===== src/rtl/timer_pkg.sv =====
package timer_pkg;

    typedef enum logic [2:0] {
        SEL_CTRL   = 3'd0,
        SEL_TRIG   = 3'd1,
        SEL_REQEN  = 3'd2,
        SEL_STAT   = 3'd3,
        SEL_EVENT  = 3'd4,
        SEL_COUNT  = 3'd5,
        SEL_RELOAD = 3'd6
    } reg_sel_e;

    typedef enum logic [2:0] {
        TRG_REQ = 3'd0,
        TRG_RUN = 3'd1,
        TRG_UPD = 3'd2
    } trig_sel_e;

    typedef struct packed {
        logic flag_copy;
        logic buffered;
        logic one_shot;
        logic ovf_only;
        logic upd_off;
        logic run;
    } ctrl_t;

    localparam int CTRL_W = $bits(ctrl_t);

endpackage


===== src/rtl/timer_count.sv =====
module timer_count #(
    parameter int CW = 16
) (
    input  logic          clk_i,
    input  logic          rst_ni,
    input  logic          tick_i,
    input  logic          run_i,
    input  logic          upd_off_i,
    input  logic          buffered_i,
    input  logic          req_i,
    input  logic          cnt_wr_i,
    input  logic          rl_wr_i,
    input  logic [CW-1:0] wr_data_i,
    output logic [CW-1:0] cnt_o,
    output logic [CW-1:0] buf_o,
    output logic          ovf_o,
    output logic          uev_o
);

    typedef struct packed {
        logic [CW-1:0] cnt;
        logic [CW-1:0] rl_buf;
        logic [CW-1:0] rl_shadow;
    } cnt_state_t;

    cnt_state_t s_d, s_q;
    logic [CW-1:0] limit;
    logic          adv, ovf, uev;

    always_comb begin
        limit = buffered_i ? s_q.rl_shadow : s_q.rl_buf;
        adv   = run_i && tick_i && (limit != '0);
        ovf   = adv && (s_q.cnt == limit);
        uev   = !upd_off_i && (ovf || req_i);

        s_d = s_q;
        if (cnt_wr_i)          s_d.cnt = wr_data_i;
        else if (req_i || ovf) s_d.cnt = '0;
        else if (adv)          s_d.cnt = s_q.cnt + 1'b1;

        if (rl_wr_i) s_d.rl_buf = wr_data_i;
        if (!buffered_i || uev) s_d.rl_shadow = s_q.rl_buf;
    end

    always_ff @(posedge clk_i or negedge rst_ni) begin
        if (!rst_ni) begin
            s_q.cnt       <= '0;
            s_q.rl_buf    <= '1;
            s_q.rl_shadow <= '1;
        end else begin
            s_q <= s_d;
        end
    end

    assign cnt_o = s_q.cnt;
    assign buf_o = s_q.rl_buf;
    assign ovf_o = ovf;
    assign uev_o = uev;

    assert_wrap_R2: assert property (@(posedge clk_i) disable iff (!rst_ni)
        (ovf && !cnt_wr_i) |=> (s_q.cnt == '0));

    assert_zero_limit_hold_R3: assert property (@(posedge clk_i) disable iff (!rst_ni)
        (limit == '0 && !cnt_wr_i && !req_i) |=> $stable(s_q.cnt));

    assert_buffer_kept_R4: assert property (@(posedge clk_i) disable iff (!rst_ni)
        (buffered_i && !uev) |=> $stable(s_q.rl_shadow));

    assert_req_clears_R5: assert property (@(posedge clk_i) disable iff (!rst_ni)
        (req_i && !cnt_wr_i) |=> (s_q.cnt == '0));

endmodule


===== src/rtl/timer_regs.sv =====
module timer_regs
    import timer_pkg::*;
(
    input  logic              clk_i,
    input  logic              rst_ni,
    input  logic              wr_en_i,
    input  logic [2:0]        wr_sel_i,
    input  logic [CTRL_W-1:0] wr_data_i,
    input  logic              uev_i,
    input  logic              ovf_i,
    output ctrl_t             ctrl_o,
    output logic [2:0]        trig_sel_o,
    output logic              irq_en_o,
    output logic              dma_en_o,
    output logic              flag_o,
    output logic              req_o,
    output logic              cnt_wr_o,
    output logic              rl_wr_o
);

    typedef struct packed {
        ctrl_t      ctrl;
        logic [2:0] trig_sel;
        logic       irq_en;
        logic       dma_en;
        logic       flag;
    } reg_state_t;

    reg_state_t r_d, r_q;
    reg_sel_e   sel;
    logic       ctrl_wr, stat_clr, flag_set;

    always_comb begin
        sel      = reg_sel_e'(wr_sel_i);
        ctrl_wr  = wr_en_i && (sel == SEL_CTRL);
        stat_clr = wr_en_i && (sel == SEL_STAT) && !wr_data_i[0];
        req_o    = wr_en_i && (sel == SEL_EVENT) && wr_data_i[0];
        cnt_wr_o = wr_en_i && (sel == SEL_COUNT);
        rl_wr_o  = wr_en_i && (sel == SEL_RELOAD);
        flag_set = uev_i && (!r_q.ctrl.ovf_only || ovf_i);

        r_d = r_q;
        if (ctrl_wr) r_d.ctrl = ctrl_t'(wr_data_i);
        if (uev_i && r_q.ctrl.one_shot) r_d.ctrl.run = 1'b0;
        if (wr_en_i && sel == SEL_TRIG) r_d.trig_sel = wr_data_i[2:0];
        if (wr_en_i && sel == SEL_REQEN) begin
            r_d.irq_en = wr_data_i[0];
            r_d.dma_en = wr_data_i[1];
        end
        if (flag_set)      r_d.flag = 1'b1;
        else if (stat_clr) r_d.flag = 1'b0;
    end

    always_ff @(posedge clk_i or negedge rst_ni) begin
        if (!rst_ni) r_q <= '0;
        else         r_q <= r_d;
    end

    assign ctrl_o     = r_q.ctrl;
    assign trig_sel_o = r_q.trig_sel;
    assign irq_en_o   = r_q.irq_en;
    assign dma_en_o   = r_q.dma_en;
    assign flag_o     = r_q.flag;

    assert_flag_no_req_R7: assert property (@(posedge clk_i) disable iff (!rst_ni)
        (req_o && !ovf_i && r_q.ctrl.ovf_only && !r_q.flag) |=> !r_q.flag);

    assert_flag_sticky_R8: assert property (@(posedge clk_i) disable iff (!rst_ni)
        (r_q.flag && !stat_clr) |=> r_q.flag);

    assert_one_shot_stop_R9: assert property (@(posedge clk_i) disable iff (!rst_ni)
        (uev_i && r_q.ctrl.one_shot && !ctrl_wr) |=> !r_q.ctrl.run);

endmodule


===== src/rtl/timer_out.sv =====
module timer_out
    import timer_pkg::*;
(
    input  logic       clk_i,
    input  logic       rst_ni,
    input  logic       uev_i,
    input  logic       req_i,
    input  logic       run_i,
    input  logic       flag_i,
    input  logic       irq_en_i,
    input  logic       dma_en_i,
    input  logic [2:0] trig_sel_i,
    output logic       upd_o,
    output logic       psc_clr_o,
    output logic       trig_o,
    output logic       irq_o,
    output logic       dma_o
);

    typedef struct packed {
        logic upd;
        logic req;
        logic dma;
    } pulse_t;

    pulse_t p_d, p_q;

    always_comb begin
        p_d.upd = uev_i;
        p_d.req = req_i;
        p_d.dma = uev_i && dma_en_i;
    end

    always_ff @(posedge clk_i or negedge rst_ni) begin
        if (!rst_ni) p_q <= '0;
        else         p_q <= p_d;
    end

    always_comb begin
        case (trig_sel_e'(trig_sel_i))
            TRG_REQ: trig_o = p_q.req;
            TRG_RUN: trig_o = run_i;
            TRG_UPD: trig_o = p_q.upd;
            default: trig_o = 1'b0;
        endcase
    end

    assign upd_o     = p_q.upd;
    assign psc_clr_o = p_q.req;
    assign dma_o     = p_q.dma;
    assign irq_o     = flag_i && irq_en_i;

    assert_dma_needs_update_R12: assert property (@(posedge clk_i) disable iff (!rst_ni)
        dma_o |-> upd_o);

    assert_update_one_cycle_R14: assert property (@(posedge clk_i) disable iff (!rst_ni)
        (uev_i && !req_i) |=> upd_o);

endmodule


===== src/rtl/reload_timer.sv =====
module reload_timer
    import timer_pkg::*;
#(
    parameter int CW = 16,
    parameter int RW = 2 * CW
) (
    input  logic          clk_i,
    input  logic          rst_ni,
    input  logic          tick_i,
    input  logic          wr_en_i,
    input  logic [2:0]    wr_sel_i,
    input  logic [CW-1:0] wr_data_i,
    input  logic [2:0]    rd_sel_i,
    output logic [RW-1:0] rd_data_o,
    output logic          upd_o,
    output logic          psc_clr_o,
    output logic          trig_o,
    output logic          irq_o,
    output logic          dma_o
);

    ctrl_t         ctrl;
    logic [2:0]    trig_sel;
    logic          irq_en, dma_en, flag, req, cnt_wr, rl_wr;
    logic          ovf, uev;
    logic [CW-1:0] cnt, rl_buf;

    timer_regs u_regs (
        .clk_i      (clk_i),
        .rst_ni     (rst_ni),
        .wr_en_i    (wr_en_i),
        .wr_sel_i   (wr_sel_i),
        .wr_data_i  (wr_data_i[CTRL_W-1:0]),
        .uev_i      (uev),
        .ovf_i      (ovf),
        .ctrl_o     (ctrl),
        .trig_sel_o (trig_sel),
        .irq_en_o   (irq_en),
        .dma_en_o   (dma_en),
        .flag_o     (flag),
        .req_o      (req),
        .cnt_wr_o   (cnt_wr),
        .rl_wr_o    (rl_wr)
    );

    timer_count #(.CW(CW)) u_count (
        .clk_i      (clk_i),
        .rst_ni     (rst_ni),
        .tick_i     (tick_i),
        .run_i      (ctrl.run),
        .upd_off_i  (ctrl.upd_off),
        .buffered_i (ctrl.buffered),
        .req_i      (req),
        .cnt_wr_i   (cnt_wr),
        .rl_wr_i    (rl_wr),
        .wr_data_i  (wr_data_i),
        .cnt_o      (cnt),
        .buf_o      (rl_buf),
        .ovf_o      (ovf),
        .uev_o      (uev)
    );

    timer_out u_out (
        .clk_i      (clk_i),
        .rst_ni     (rst_ni),
        .uev_i      (uev),
        .req_i      (req),
        .run_i      (ctrl.run),
        .flag_i     (flag),
        .irq_en_i   (irq_en),
        .dma_en_i   (dma_en),
        .trig_sel_i (trig_sel),
        .upd_o      (upd_o),
        .psc_clr_o  (psc_clr_o),
        .trig_o     (trig_o),
        .irq_o      (irq_o),
        .dma_o      (dma_o)
    );

    always_comb begin
        rd_data_o = '0;
        case (reg_sel_e'(rd_sel_i))
            SEL_CTRL:   rd_data_o[CTRL_W-1:0] = ctrl;
            SEL_TRIG:   rd_data_o[2:0]        = trig_sel;
            SEL_REQEN:  rd_data_o[1:0]        = {dma_en, irq_en};
            SEL_STAT:   rd_data_o[0]          = flag;
            SEL_COUNT: begin
                rd_data_o[CW-1:0] = cnt;
                rd_data_o[RW-1]   = ctrl.flag_copy && flag;
            end
            SEL_RELOAD: rd_data_o[CW-1:0]     = rl_buf;
            default:    rd_data_o             = '0;
        endcase
    end

    assert_copy_bit_R10: assert property (@(posedge clk_i) disable iff (!rst_ni)
        (rd_sel_i == SEL_COUNT && !ctrl.flag_copy) |-> !rd_data_o[RW-1]);

    assert_upd_off_R6: assert property (@(posedge clk_i) disable iff (!rst_ni)
        ctrl.upd_off |=> !upd_o);

endmodule


===== config.mk =====
export PLATFORM = sky130hd
export DESIGN_NAME = reload_timer
export DESIGN_NICKNAME = d
export VERILOG_FILES = /design/src/rtl/timer_pkg.sv /design/src/rtl/timer_count.sv /design/src/rtl/timer_regs.sv /design/src/rtl/timer_out.sv /design/src/rtl/reload_timer.sv
export SDC_FILE = /design/constraint.sdc
export NUM_CORES = 1
export LEC_CHECK = 0
export CAP_MARGIN = 30
export CORE_ASPECT_RATIO = 0.7
export CORE_MARGIN = 4
export CORE_UTILIZATION = 60
export DETAILED_ROUTE_END_ITERATION = 10
export DONT_BUFFER_PORTS = 1
export GPL_TIMING_DRIVEN = 0
export PLACE_DENSITY = 0.84
export SKIP_CTS_REPAIR_TIMING = 1
export SYNTH_ARGS = -nofsm -noshare
export SYNTH_HDL_FRONTEND = slang
export SYNTH_SLANG_ARGS = --single-unit

===== constraint.sdc =====
create_clock -name clk_i -period 7.4 [get_ports clk_i]
set_input_delay 1.11 -clock clk_i [delete_from_list [all_inputs] [get_ports clk_i]]
set_output_delay 1.11 -clock clk_i [all_outputs]
set_load 0.01 [all_outputs]

# After elaboration in Yosys (flattened, before gate mapping)

Cells that the tools add are included.

Bits in registers: 63
Latch bits: 0
RAM bits: 0
Memory bits (read-only): 0
Output and inout bits: 37
Word-level logic and storage cells: 78
Memories kept: 0

$add $sub $neg: 1
$mul: 0
Divide/modulo/power cells: 0
$lt $le $gt $ge: 0
Eq/ne operators: 14
Shifts and indexed selects: 0
Muxes and demuxes: 15
Bitwise gates (word level): 0
Reduce and logical (&&, ||, !) cells: 32

Operators with widths:

| cell                  | count |
|---|---|
| $mux 16               | 4 |
| $pmux 10 s2           | 1 |
| $logic_and 1x1->1     | 18 |
| $add 16x1->16 const B | 1 |
| $eq 16x16->1          | 1 |
| $reduce_bool 16->1    | 1 |
| $eq 3x2->1 const B    | 5 |
| $eq 3x3->1 const B    | 5 |
| $eq 3x1->1 const B    | 3 |
| $logic_not 3->1       | 3 |
| $pmux 3 s3            | 1 |
| $pmux 1 s6            | 1 |
| $mux 1                | 5 |
| $pmux 1 s5            | 1 |
| $logic_not 1->1       | 4 |
| $pmux 1 s4            | 1 |
| $reduce_bool 2->1     | 2 |
| $logic_or 1x1->1      | 3 |
| $pmux 1 s3            | 1 |
| $reduce_bool 3->1     | 1 |

# Logic depth before layout (Yosys ltp)

Depth after elaboration: 8
Gate-level depth with buffers: 10
Depth with buffers taken out: 7

# Cells and area by module

A second synthesis with hierarchy kept.

Cells, all modules: 468
Area, all modules: 4391.7 sq um

By module, submodules not included:

| module       | times used | cells an instance | area each (sq um) |
|---|---|---|---|
| timer_count  | 1          | 350               | 3278.1 |
| timer_regs   | 1          | 38                | 524.3 |
| reload_timer | 1          | 71                | 473.0 |
| timer_out    | 1          | 9                 | 116.4 |

# Worst setup path before layout

Ideal clock, no wire load.

Kind: input to output
Start: in rd_sel_i[1]
End: out rd_data_o[0]
Arrival time: 2.086 ns
Data required time: 6.290 ns
Slack: 4.204 ns
Stages: 5
Buffers on the path: 2
Path through: nor2b_1 -> clkbuf_1 -> clkbuf_1 -> a22oi_1 -> a21oi_1

Word-level cells in the longest chain between the ends: 2
Elaborated cells on any way between the ends: 7
Classes of those cells: 5 x eq/ne; 1 x mux; 1 x reduce/logical

RTL lines:

| element                            | RTL line           | RTL |
|---|---|---|
| start, declared                    | reload_timer.sv:13 | `input logic [2:0] rd_sel_i,` |
| $eq 3x3->1 (tied with other cells) | reload_timer.sv:82 | `case (reg_sel_e'(rd_sel_i))` |
| $pmux 1 s6 (*)                     | reload_timer.sv:82 |  |
| end, declared                      | reload_timer.sv:14 | `output logic [RW-1:0] rd_data_o,` |

Every way passes the cells marked *; elsewhere a longest branch is shown, timed or not.

# Final worst setup path

Same ends and word-level chain as after synthesis.

==> metrics <==
top-level I/O count 63; Worst-path clk slew 80 ps; number of global-route vias before repair 3061; synthesized netlist cell count 388; top routing layer used met4; first-pass GRT wire length 16.7 mm; final hold vios 0; area growth from synthesis to layout 8.61%; most frequent cells in the layout mux2_2 (32), dfstp_2 (32), dfrtp_1 (31); leakage around 1.7 nW; routed length on met1 4.43 mm; DRT Pass-1 Iters 6; Core Region 6310 sq um; Critical Path RT 6290 ps; Rows 24; H-Tree Depth 3; Worst Skew 8.71 ps; minimum clock period 3480 ps; Worst Setup SP rd_sel_i[1]; Yosys reg bits 63; Max-slew headroom 33.1%; Final Wtd Congestion slightly below 1; PD cells 291 nW/um^2; Worst-Skew Late Latency ~350 ps; ratio of cells with drive above 1 in the final layout between 20% and 30%; Power, Total 1.24 mW; Overall Global Routing Usage 27.9%; clk root buf clkbuf_8; Ys Warns 0; CTS buffer count 9; class of the tightest hold or removal check in -> async; nets 440; FFs w/ async S/R, synth 100%; status completed; hold slack approximately 450 ps; Vias 3254; routed length on met3 1.22 mm; Seq/Total Area, Yosys 41.0%; count of final setup violators 0; Crit Reg-Reg Startpoint u_regs.ctrl_o[4]; Initial DRC Count 366; CTS tree yes; # DRC 0; Final period util 47.0%; initial cell density of the core 62.5%; Slew @ Worst Pin around 1000 ps; initial antenna violation count 0; DR WL met2 4.92 mm; overall die height 75.8 um; total negative setup slack 0 ps; post-route ant nets 0; arrival time worst endpoint 2370 ps; Clock Path Buffers 2; critical path fanouts, max 10; largest net degree at the start of global routing 64; Worst setup SP type input pin; unique cell type count in the Yosys netlist 52; Post-synth EDFFs 0; Mean Syn Cell Area 10.2 sq um; HPWL Detailed 8.03 mm; number of port buffers 0; Worst Setup Slack, final 3920 ps; Total Routed Length 10.8 mm; Mapped Area 3940 sq um; ant diodes 0; predominant post-synthesis flop cell dfstp_2; Via density 6.56; VDD IR max 142 uV; Slew Viols, Final 0; clk sink count 63; pre-CTS WS 3940 ps; max-cap violation count 0; area leader, netlist dfstp_2; RSZ-0062 raised after global routing false; die area 7950 sq um; synth top area cells dfstp_2 (21%), dfrtp_1 (20%), mux2_2 (9.1%); routed wire length per instance 21.7 um; Overflow after GRT 0; Setup CP Type in -> out; top cell type's share of synthesized area 21.3%; Max Freq 287 MHz; critical path endpoint category output pin; Horiz. Die Dim 105 um; final core occ 67.8%
-- synth_stat cells, drive strengths merged (2+ instances only) --
library cell / n
nand2: 27
mux2: 42
nor2: 18
nand4: 5
xnor2: 16
a221oi: 3
a22oi: 21
dfrtp: 31
nand3: 8
or2: 2
a21oi: 16
o21ai: 21
dfstp: 32
a32oi: 8
nor4b: 2
and2: 5
buf: 21
nor2b: 12
o31ai: 2
nor4: 9
mux2i: 18
inv: 6
nor3: 13
a31oi: 4
clkbuf: 21
and3: 2
a22o: 2
or3b: 2
a32o: 2
-- state kept, by name (all words and copies together) (netlist names) --
register,cells
u_regs.flag_o,1
u_out.psc_clr_o,1
u_regs.dma_en_o,1
u_regs.ctrl_o,6
u_regs.trig_sel_o,3
u_out.upd_o,1
u_regs.irq_en_o,1
u_count.cnt_o,16
u_count.buf_o,16
u_count.s_q,16
u_out.dma_o,1
-- final cells by class --
class,instances,area [sq um]
Clock inverter,6,45.0
Tap cell,78,97.6
Inverter,6,22.5
Fill cell,493,2030
Multi-Input combinational cell,291,2110
Sequential cell,63,1620
Buffer,42,245
Clock buffer,10,138
-- stage by stage --
stage / std cells / cell area [sq um]
global route: 496 / 4280
global placement: 480 / 4090
floorplan: 402 / 3990
finish: 496 / 4280
detailed placement: 480 / 4100
CTS: 496 / 4280
-- report_power, final --
group | total (mW) | internal (mW) | switching (mW)
logic | 0.380 | 0.197 | 0.183
clock network | 0.273 | 0.131 | 0.142
registers | 0.591 | 0.477 | 0.114
total | 1.24 | 0.805 | 0.439
-- worst paths after layout --
path / endpoint / slack, ps / cells after the start
min in group clk_i: u_regs.ctrl_o[0] / 550 / 1
max: rd_data_o[0] / 3920 / 5
max in group asynchronous: u_count.buf_o[7] / 6750 / 0
min reg2reg: u_regs.ctrl_o[0] / 550 / 1
min: u_out.psc_clr_o / 450 / 0
max reg2reg: u_count.cnt_o[13] / 4570 / 8
-- metal layers --
metal | track usage [%] | up-vias
li1 | - | 1453
met5 | 0 | -
met1 | 38.3 | 1576
met2 | 43.6 | 202
met3 | 7.71 | 23
met4 | 9.02 | 0
-- cell families (layout without fill, tap and decap cells) --
| logic type | after synthesis | after routing | synth area share [%] |
|---|---|---|---|
| DFF | 63 | 63 | 41.0 |
| xor gates and xnor gates | 16 | 16 | 3.56 |
| other | 1 | 15 | 0.0952 |
| and+or+nand+nor | 111 | 111 | 15.1 |
| AOI/OAI and AO/OA | 87 | 87 | 15.0 |
| muxes | 61 | 61 | 18.1 |
| adders and majority gates | 1 | 1 | 0.318 |
| buffers and inverters | 48 | 64 | 6.80 |
-- critical path, stage by stage --
cell      delay [ps]
nor2b_1          110
clkbuf_1         260
clkbuf_1         420
a22oi_1          170
a21oi_1          300
Power figures use the tool's default switching activity.
